--- config.mk ---
export PLATFORM = sky130hd
export DESIGN_NAME = can_id_accept
export DESIGN_NICKNAME = d
export VERILOG_FILES = /design/src/rtl/cfr_pkg.sv /design/src/rtl/cfr_regs.sv /design/src/rtl/cfr_cmp.sv /design/src/rtl/cfr_pick.sv /design/src/rtl/can_id_accept.sv
export SDC_FILE = /design/constraint.sdc
export NUM_CORES = 2
export LEC_CHECK = 0
export BUFFER_PORTS_ARGS = -buffer_cell sky130_fd_sc_hd__clkbuf_2
export CORE_ASPECT_RATIO = 0.9
export CORE_UTILIZATION = 23
export CTS_CLUSTER_DIAMETER = 200
export DETAILED_ROUTE_END_ITERATION = 6
export GPL_TIMING_DRIVEN = 0
export PLACE_DENSITY = 0.4
export SLEW_MARGIN = 40
export SYNTH_ARGS = -nofsm -noshare
export SYNTH_HDL_FRONTEND = slang
export SYNTH_SLANG_ARGS = --single-unit
--- constraint.sdc ---
create_clock -name clk -period 3.3 [get_ports clk]
set_input_delay 0.66 -clock clk [delete_from_list [all_inputs] [get_ports clk]]
set_output_delay 0.66 -clock clk [all_outputs]
set_load 0.01 [all_outputs]
--- src/rtl/cfr_pkg.sv ---
package cfr_pkg;
   localparam int SID_W  = 11;
   localparam int EID_W  = 18;
   localparam int MSEL_W = 2;
   localparam int DATA_W = SID_W + EID_W + 1 + MSEL_W;
   localparam int MASK_W = SID_W + EID_W + 1;

   typedef struct packed {
      logic [MSEL_W-1:0] msel;
      logic              ext;
      logic [EID_W-1:0]  eid;
      logic [SID_W-1:0]  sid;
   } filt_t;

   typedef struct packed {
      logic             ide_m;
      logic [EID_W-1:0] eid_m;
      logic [SID_W-1:0] sid_m;
   } mask_t;
endpackage

--- src/rtl/cfr_regs.sv ---
module cfr_regs
   import cfr_pkg::*;
#(
   parameter int NUM_FILT  = 16,
   parameter int NUM_MASK  = 3,
   parameter int MASK_BASE = 2,
   parameter int FILT_BASE = 8,
   parameter int ADDR_W    = 5
) (
   input  logic              clk,
   input  logic              rst_n,
   input  logic              wr_en,
   input  logic [ADDR_W-1:0] wr_addr,
   input  logic [DATA_W-1:0] wr_data,
   output logic [NUM_FILT-1:0] filt_en,
   output mask_t             masks [NUM_MASK],
   output filt_t             filts [NUM_FILT],
   output logic              alt_wr_en,
   output logic [ADDR_W-1:0] alt_wr_addr,
   output logic [DATA_W-1:0] alt_wr_data
);
   localparam logic [ADDR_W-1:0] A_CTRL = ADDR_W'(0);
   localparam logic [ADDR_W-1:0] A_EN   = ADDR_W'(1);

   logic win_q;
   logic banked;
   logic loc_wr;

   assign banked = (wr_addr >= ADDR_W'(MASK_BASE));
   assign loc_wr = wr_en & banked & win_q;

   always_ff @(posedge clk) begin
      if (!rst_n) begin
         win_q   <= 1'b0;
         filt_en <= '0;
      end else if (wr_en) begin
         if (wr_addr == A_CTRL) win_q   <= wr_data[0];
         if (wr_addr == A_EN)   filt_en <= wr_data[NUM_FILT-1:0];
      end
   end

   for (genvar m = 0; m < NUM_MASK; m++) begin : g_mask
      always_ff @(posedge clk) begin
         if (!rst_n)
            masks[m] <= '0;
         else if (loc_wr && wr_addr == ADDR_W'(MASK_BASE + m))
            masks[m] <= mask_t'(wr_data[MASK_W-1:0]);
      end
   end

   for (genvar f = 0; f < NUM_FILT; f++) begin : g_filt
      always_ff @(posedge clk) begin
         if (!rst_n)
            filts[f] <= '0;
         else if (loc_wr && wr_addr == ADDR_W'(FILT_BASE + f))
            filts[f] <= filt_t'(wr_data);
      end

      assert_filt_load_R3: assert property (@(posedge clk) disable iff (!rst_n)
         (wr_en && win_q && wr_addr == ADDR_W'(FILT_BASE + f))
         |=> (filts[f] == filt_t'($past(wr_data))));

      assert_filt_hold_R4: assert property (@(posedge clk) disable iff (!rst_n)
         (wr_en && !win_q && wr_addr == ADDR_W'(FILT_BASE + f))
         |=> (filts[f] == $past(filts[f])));
   end

   assign alt_wr_en   = wr_en & banked & ~win_q;
   assign alt_wr_addr = wr_addr;
   assign alt_wr_data = wr_data;

   assert_ctrl_local_R2: assert property (@(posedge clk) disable iff (!rst_n)
      (wr_en && wr_addr == A_EN) |=> (filt_en == $past(wr_data[NUM_FILT-1:0])));
endmodule

--- src/rtl/cfr_cmp.sv ---
module cfr_cmp
   import cfr_pkg::*;
#(
   parameter int NUM_MASK = 3
) (
   input  logic             en,
   input  filt_t            filt,
   input  mask_t            masks [NUM_MASK],
   input  logic [SID_W-1:0] sid,
   input  logic [EID_W-1:0] eid,
   input  logic             ide,
   output logic             hit
);
   mask_t sel_m;
   logic  sid_ok, eid_ok, ide_ok;

   always_comb begin
      sel_m = '1;
      for (int k = 0; k < NUM_MASK; k++)
         if (filt.msel == MSEL_W'(k)) sel_m = masks[k];
   end

   assign sid_ok = ~|((sid ^ filt.sid) & sel_m.sid_m);
   assign eid_ok = ~ide | ~|((eid ^ filt.eid) & sel_m.eid_m);
   assign ide_ok = ~sel_m.ide_m | (ide == filt.ext);
   assign hit    = en & sid_ok & eid_ok & ide_ok;
endmodule

--- src/rtl/cfr_pick.sv ---
module cfr_pick #(
   parameter int NUM_FILT = 16,
   parameter int HIT_W    = 4
) (
   input  logic                clk,
   input  logic                rst_n,
   input  logic [NUM_FILT-1:0] match,
   output logic                any,
   output logic [HIT_W-1:0]    idx
);
   always_comb begin
      idx = '0;
      for (int i = NUM_FILT - 1; i >= 0; i--)
         if (match[i]) idx = HIT_W'(i);
   end
   assign any = |match;

   assert_pick_member_R9: assert property (@(posedge clk) disable iff (!rst_n)
      any |-> match[idx]);

   assert_pick_lowest_R9: assert property (@(posedge clk) disable iff (!rst_n)
      any |-> ((match & ((NUM_FILT'(1) << idx) - NUM_FILT'(1))) == '0));
endmodule

--- src/rtl/can_id_accept.sv ---
module can_id_accept
   import cfr_pkg::*;
#(
   parameter int NUM_FILT = 16,
   parameter int NUM_MASK = 3,
   localparam int MASK_BASE = 2,
   localparam int FILT_BASE = 1 << $clog2(MASK_BASE + NUM_MASK),
   localparam int ADDR_W    = $clog2(FILT_BASE + NUM_FILT),
   localparam int HIT_W     = $clog2(NUM_FILT)
) (
   input  logic              clk,
   input  logic              rst_n,
   input  logic              wr_en,
   input  logic [ADDR_W-1:0] wr_addr,
   input  logic [DATA_W-1:0] wr_data,
   output logic              alt_wr_en,
   output logic [ADDR_W-1:0] alt_wr_addr,
   output logic [DATA_W-1:0] alt_wr_data,
   input  logic              id_valid,
   input  logic [SID_W-1:0]  id_sid,
   input  logic [EID_W-1:0]  id_eid,
   input  logic              id_ide,
   output logic              accept,
   output logic [HIT_W-1:0]  hit_idx
);
   if (NUM_FILT < 2 || NUM_FILT > DATA_W) begin : g_bad_nfilt
      $error("NUM_FILT must lie between 2 and the data width");
   end
   if (NUM_MASK < 1 || NUM_MASK >= (1 << MSEL_W)) begin : g_bad_nmask
      $error("NUM_MASK must leave one mask select code for no mask");
   end

   logic [NUM_FILT-1:0] filt_en;
   mask_t               masks [NUM_MASK];
   filt_t               filts [NUM_FILT];
   logic [NUM_FILT-1:0] match;
   logic                any;
   logic [HIT_W-1:0]    idx;

   logic             vld_q;
   logic             ide_q;
   logic [SID_W-1:0] sid_q;
   logic [EID_W-1:0] eid_q;

   cfr_regs #(
      .NUM_FILT (NUM_FILT),
      .NUM_MASK (NUM_MASK),
      .MASK_BASE(MASK_BASE),
      .FILT_BASE(FILT_BASE),
      .ADDR_W   (ADDR_W)
   ) u_regs (
      .clk        (clk),
      .rst_n      (rst_n),
      .wr_en      (wr_en),
      .wr_addr    (wr_addr),
      .wr_data    (wr_data),
      .filt_en    (filt_en),
      .masks      (masks),
      .filts      (filts),
      .alt_wr_en  (alt_wr_en),
      .alt_wr_addr(alt_wr_addr),
      .alt_wr_data(alt_wr_data)
   );

   always_ff @(posedge clk) begin
      if (!rst_n) begin
         vld_q <= 1'b0;
         ide_q <= 1'b0;
         sid_q <= '0;
         eid_q <= '0;
      end else begin
         vld_q <= id_valid;
         if (id_valid) begin
            ide_q <= id_ide;
            sid_q <= id_sid;
            eid_q <= id_eid;
         end
      end
   end

   for (genvar f = 0; f < NUM_FILT; f++) begin : g_cmp
      cfr_cmp #(.NUM_MASK(NUM_MASK)) u_cmp (
         .en   (filt_en[f]),
         .filt (filts[f]),
         .masks(masks),
         .sid  (sid_q),
         .eid  (eid_q),
         .ide  (ide_q),
         .hit  (match[f])
      );
   end

   cfr_pick #(.NUM_FILT(NUM_FILT), .HIT_W(HIT_W)) u_pick (
      .clk  (clk),
      .rst_n(rst_n),
      .match(match),
      .any  (any),
      .idx  (idx)
   );

   assign accept  = vld_q & any;
   assign hit_idx = accept ? idx : '0;

   assert_accept_after_strobe_R10: assert property (@(posedge clk) disable iff (!rst_n)
      accept |-> $past(id_valid));

   assert_hit_enabled_R5: assert property (@(posedge clk) disable iff (!rst_n)
      accept |-> filt_en[hit_idx]);

   assert_idle_idx_R10: assert property (@(posedge clk) disable iff (!rst_n)
      !accept |-> (hit_idx == '0));
endmodule

==> run metrics <==
DRT Pass-1 Iters=6; number of flops mapped to enable cells by yosys=0; area fraction in compound gates after synthesis=0.2374; Clk Latency, worst-skew pair=750 ps; placed cell areas=0.04708 mm²; clock-pin slew reported for the worst setup and hold paths after clock tree synthesis=60 ps; final worst slack=-1790 ps; PwrDens=381.5 mW/mm²; wire length of the first global-routing pass=389.6 mm; count of mapped cells out of synthesis=5517; commonest cells after routing, fill and taps aside=1310 x sky130_fd_sc_hd__nand2_1, 620 x sky130_fd_sc_hd__a21boi_0, 598 x sky130_fd_sc_hd__dfxtp_1; cell taking the most area after synthesis=sky130_fd_sc_hd__dfxtp_1; pin count of the biggest net entering global routing=13; Worst setup SP type=register; clock tree from TritonCTS=built; unrepaired setup endpoints after global routing=yes; CP arrival=4430 ps; Pleak=17.60 nW; overall via count from detail_route=45.92k; number of DRC markers in iteration 0=5533; number of hold buffers added after cts=0; worst-margin pin slew=997.9 ps; routed wire length=297.8 mm; min cycle time layout=5090 ps; worst slew slack as a fraction of its limit=0.3347; area share of xor/xnor cells in the synthesized design=0.09776; Synthesized Nets=5588; result of the run=finished, violations left; area of the die=0.1887 mm²; type of the most critical hold path=in2reg; area share of the largest cell type after synthesis=0.3026; Synth warnings=0; number of global-route vias before repair=43.44k; fraction of registers with async set or reset after synthesis=0; Net count, final=5741; mux cell area share after synthesis=0.1066; cell area after layout=0.05156 mm²; CTS Buf Count=83; clock skew=38.34 ps; peak ir drop on the vdd network=0.0004195 V; detailed-placement wirelength estimate=231.9 mm; CP Class=reg2out; most common flop cell mapped by yosys=sky130_fd_sc_hd__dfxtp_1; setup TNS=-8697 ps; combined global-route utilization of all metal layers=0.3043; synthesis-to-layout area growth=19.89%; number of antenna violations at the first check in global routing=31; most common cell after layout, fill and taps aside=sky130_fd_sc_hd__nand2_1; filler cell count in the final layout=20.26k; synthesized area divided by synthesized cell count=7.795 µm²; count of pins on the block boundary=114; post-synthesis cell area=0.04300 mm²; count of final setup violators=5; share of synthesized area occupied by flip-flops and latches=0.3026; maximum clock insertion buffer count=3; Worst Setup End Kind=primary output; residual overflow from global routing=0; post-DR wirelength/cell=36.43 µm; routability congestion estimate=1.037; Pins Over Slew Limit=0; core region area=0.1858 mm²; simple-gate portion of the synthesized area=0.1888; Antenna Nets Post-Route=0; Initial Util=0.2315; share of layout cells above drive strength 1=0.1661; count of unresolved DRC violations after routing=0; top area cells in the synthesized netlist=sky130_fd_sc_hd__dfxtp_1 30%, sky130_fd_sc_hd__nand2_1 11%, sky130_fd_sc_hd__a21boi_0 11%, sky130_fd_sc_hd__mux2i_1 7.3%, sky130_fd_sc_hd__xor2_1 6.6%; number of distinct library cell variants in the gate-level netlist after synthesis=85; Vias per Instance=5.617; max-capacitance violation count=0; site row count=150; critical path data required time=2640 ps; crit-path max FO=10; worst hold slack=173.5 ps; maximum frequency from static timing analysis=196.5 MHz; Final Util=0.2775; count of buffers inserted at the top-level ports=79; Seq cells post-synth=650; arithmetic-cell share of the synthesized area counting full adders, half adders and majority gates=0; dominant combinational cell family by area after synthesis=compound AO/OA/AOI/OAI gates; CTS H-Tree Depth=3; vertical die dimension=412.2 µm; chip width=457.8 µm; master cell of the clock root buffer=sky130_fd_sc_hd__clkbuf_16; total power of the final layout=0.01967 W; Hold Violations, Final=0; number of clock sinks=650; violations in the final reports=negative setup slack; final cycle utilization of the critical path=1.543
[final timing paths]
kind	startpoint	to	slack [ps]	cells past startpoint
setup / recovery	u_regs.filts[127]$_SDFFE_PN0P_	hit_idx[1]	-1790	12
hold / removal	id_sid[6]	sid_q[6]$_SDFFE_PN0P_	170	3
setup reg to reg	u_regs.win_q$_SDFFE_PN0P_	u_regs.filts[346]$_SDFFE_PN0P_	160	7
hold reg to reg	u_regs.filts[104]$_SDFFE_PN0P_	u_regs.filts[104]$_SDFFE_PN0P_	470	2
[synth_stat cells (10+ instances only)]
cell                        instances
sky130_fd_sc_hd__o21ai_0          262
sky130_fd_sc_hd__nor4_1            30
sky130_fd_sc_hd__mux2_2           119
sky130_fd_sc_hd__o31ai_1           18
sky130_fd_sc_hd__buf_1             24
sky130_fd_sc_hd__clkbuf_1         514
sky130_fd_sc_hd__nand2_1         1310
sky130_fd_sc_hd__nor2_1            73
sky130_fd_sc_hd__nor3b_1          108
sky130_fd_sc_hd__nand4_1           32
sky130_fd_sc_hd__xor2_1           324
sky130_fd_sc_hd__o32ai_1           28
sky130_fd_sc_hd__buf_2             81
sky130_fd_sc_hd__a21oi_1           31
sky130_fd_sc_hd__nand2b_1          40
sky130_fd_sc_hd__dfxtp_1          650
sky130_fd_sc_hd__or3_1             24
sky130_fd_sc_hd__a211oi_1          10
sky130_fd_sc_hd__a21boi_0         621
sky130_fd_sc_hd__xnor2_1          156
sky130_fd_sc_hd__nor3_1            76
sky130_fd_sc_hd__a2111oi_0         14
sky130_fd_sc_hd__or4_1             14
sky130_fd_sc_hd__o2111ai_1         32
sky130_fd_sc_hd__o211ai_1          36
sky130_fd_sc_hd__o22ai_1           92
sky130_fd_sc_hd__a22oi_1           15
sky130_fd_sc_hd__buf_4             41
sky130_fd_sc_hd__inv_1             29
sky130_fd_sc_hd__mux2i_1          315
sky130_fd_sc_hd__o221ai_1          74
sky130_fd_sc_hd__o22a_1            12
sky130_fd_sc_hd__a31oi_1           12
sky130_fd_sc_hd__nand3_1           33
sky130_fd_sc_hd__o41ai_1           10
sky130_fd_sc_hd__nor2b_1           52
sky130_fd_sc_hd__o21a_1            45
[registers in the layout, indices dropped and copies added, names as in the netlist]
| signal | flops |
|---|---|
| u_regs.filts | 512 |
| u_regs.masks | 90 |
| ide_q | 1 |
| u_regs.win_q | 1 |
| vld_q | 1 |
| u_regs.filt_en | 16 |
| sid_q | 11 |
| eid_q | 18 |
[power by group]
part / internal, W / switching, W
Combinational: 0.000617 / 0.00148
Sequential: 0.00786 / 0.0000228
Clock: 0.00544 / 0.00425
[per-layer routing]
layer | global-route usage | share of wire | vias to the layer above
met2 | 0.4717 | 0.43 | 2606
li1 | - | - | 19440
met1 | 0.4101 | 0.43 | 23230
met3 | 0.05842 | 0.086 | 645
met4 | 0.1272 | 0.047 | 6
met5 | 0 | 0.00012 | -
[repair_timing]
item,in CTS,in global routing
setup endpoints to repair,5,6
gates cloned,0,0
pin swaps,17,29
buffers inserted,10,20
gates resized for setup,337,312
[cell type report]
| type | count | area, µm² | share of cell area |
|---|---|---|---|
| multi-input combinational | 4174 | 27940 | 0.5419 |
| sequential | 650 | 13100 | 0.2541 |
| buffer | 610 | 3731 | 0.07237 |
| tap | 2432 | 3043 | 0.05902 |
| clock buffer | 110 | 2331 | 0.04521 |
| timing repair buffer | 121 | 865.8 | 0.01679 |
| clock inverter | 36 | 389.1 | 0.007547 |
| inverter | 30 | 127.6 | 0.002475 |
| antenna | 13 | 32.53 | 0.0006310 |
[worst max-delay path, cell delays in order (launching register included)]
cell                        delay (ps)
sky130_fd_sc_hd__dfxtp_1           310
sky130_fd_sc_hd__buf_6             140
sky130_fd_sc_hd__nand2b_4          150
sky130_fd_sc_hd__buf_6             140
sky130_fd_sc_hd__o211a_1           220
sky130_fd_sc_hd__a2111oi_2         370
sky130_fd_sc_hd__or4b_4            520
sky130_fd_sc_hd__o41ai_4           660
sky130_fd_sc_hd__nand4bb_4         310
sky130_fd_sc_hd__nor4bb_4          260
sky130_fd_sc_hd__o311ai_2          290
sky130_fd_sc_hd__a211oi_2          150
sky130_fd_sc_hd__buf_2             170
[kinds of logic after synthesis]
logic type	Yosys count
AND/OR/NAND/NOR	1834
buffers and inverters	693
multiplexers	442
flip-flops	650
AO/OA/AOI/OAI	1418
XOR/XNOR	480
[per-stage QoR]
step                      cells  worst slack [ps]
after global placement     8028             -3633
after CTS                  8165             -1839
final                      8176             -1790
after global routing       8168             -1759
after floorplan            5517            -56.52
after detailed placement   8041             -2319
No activity file was read; power rests on OpenSTA's default activity.
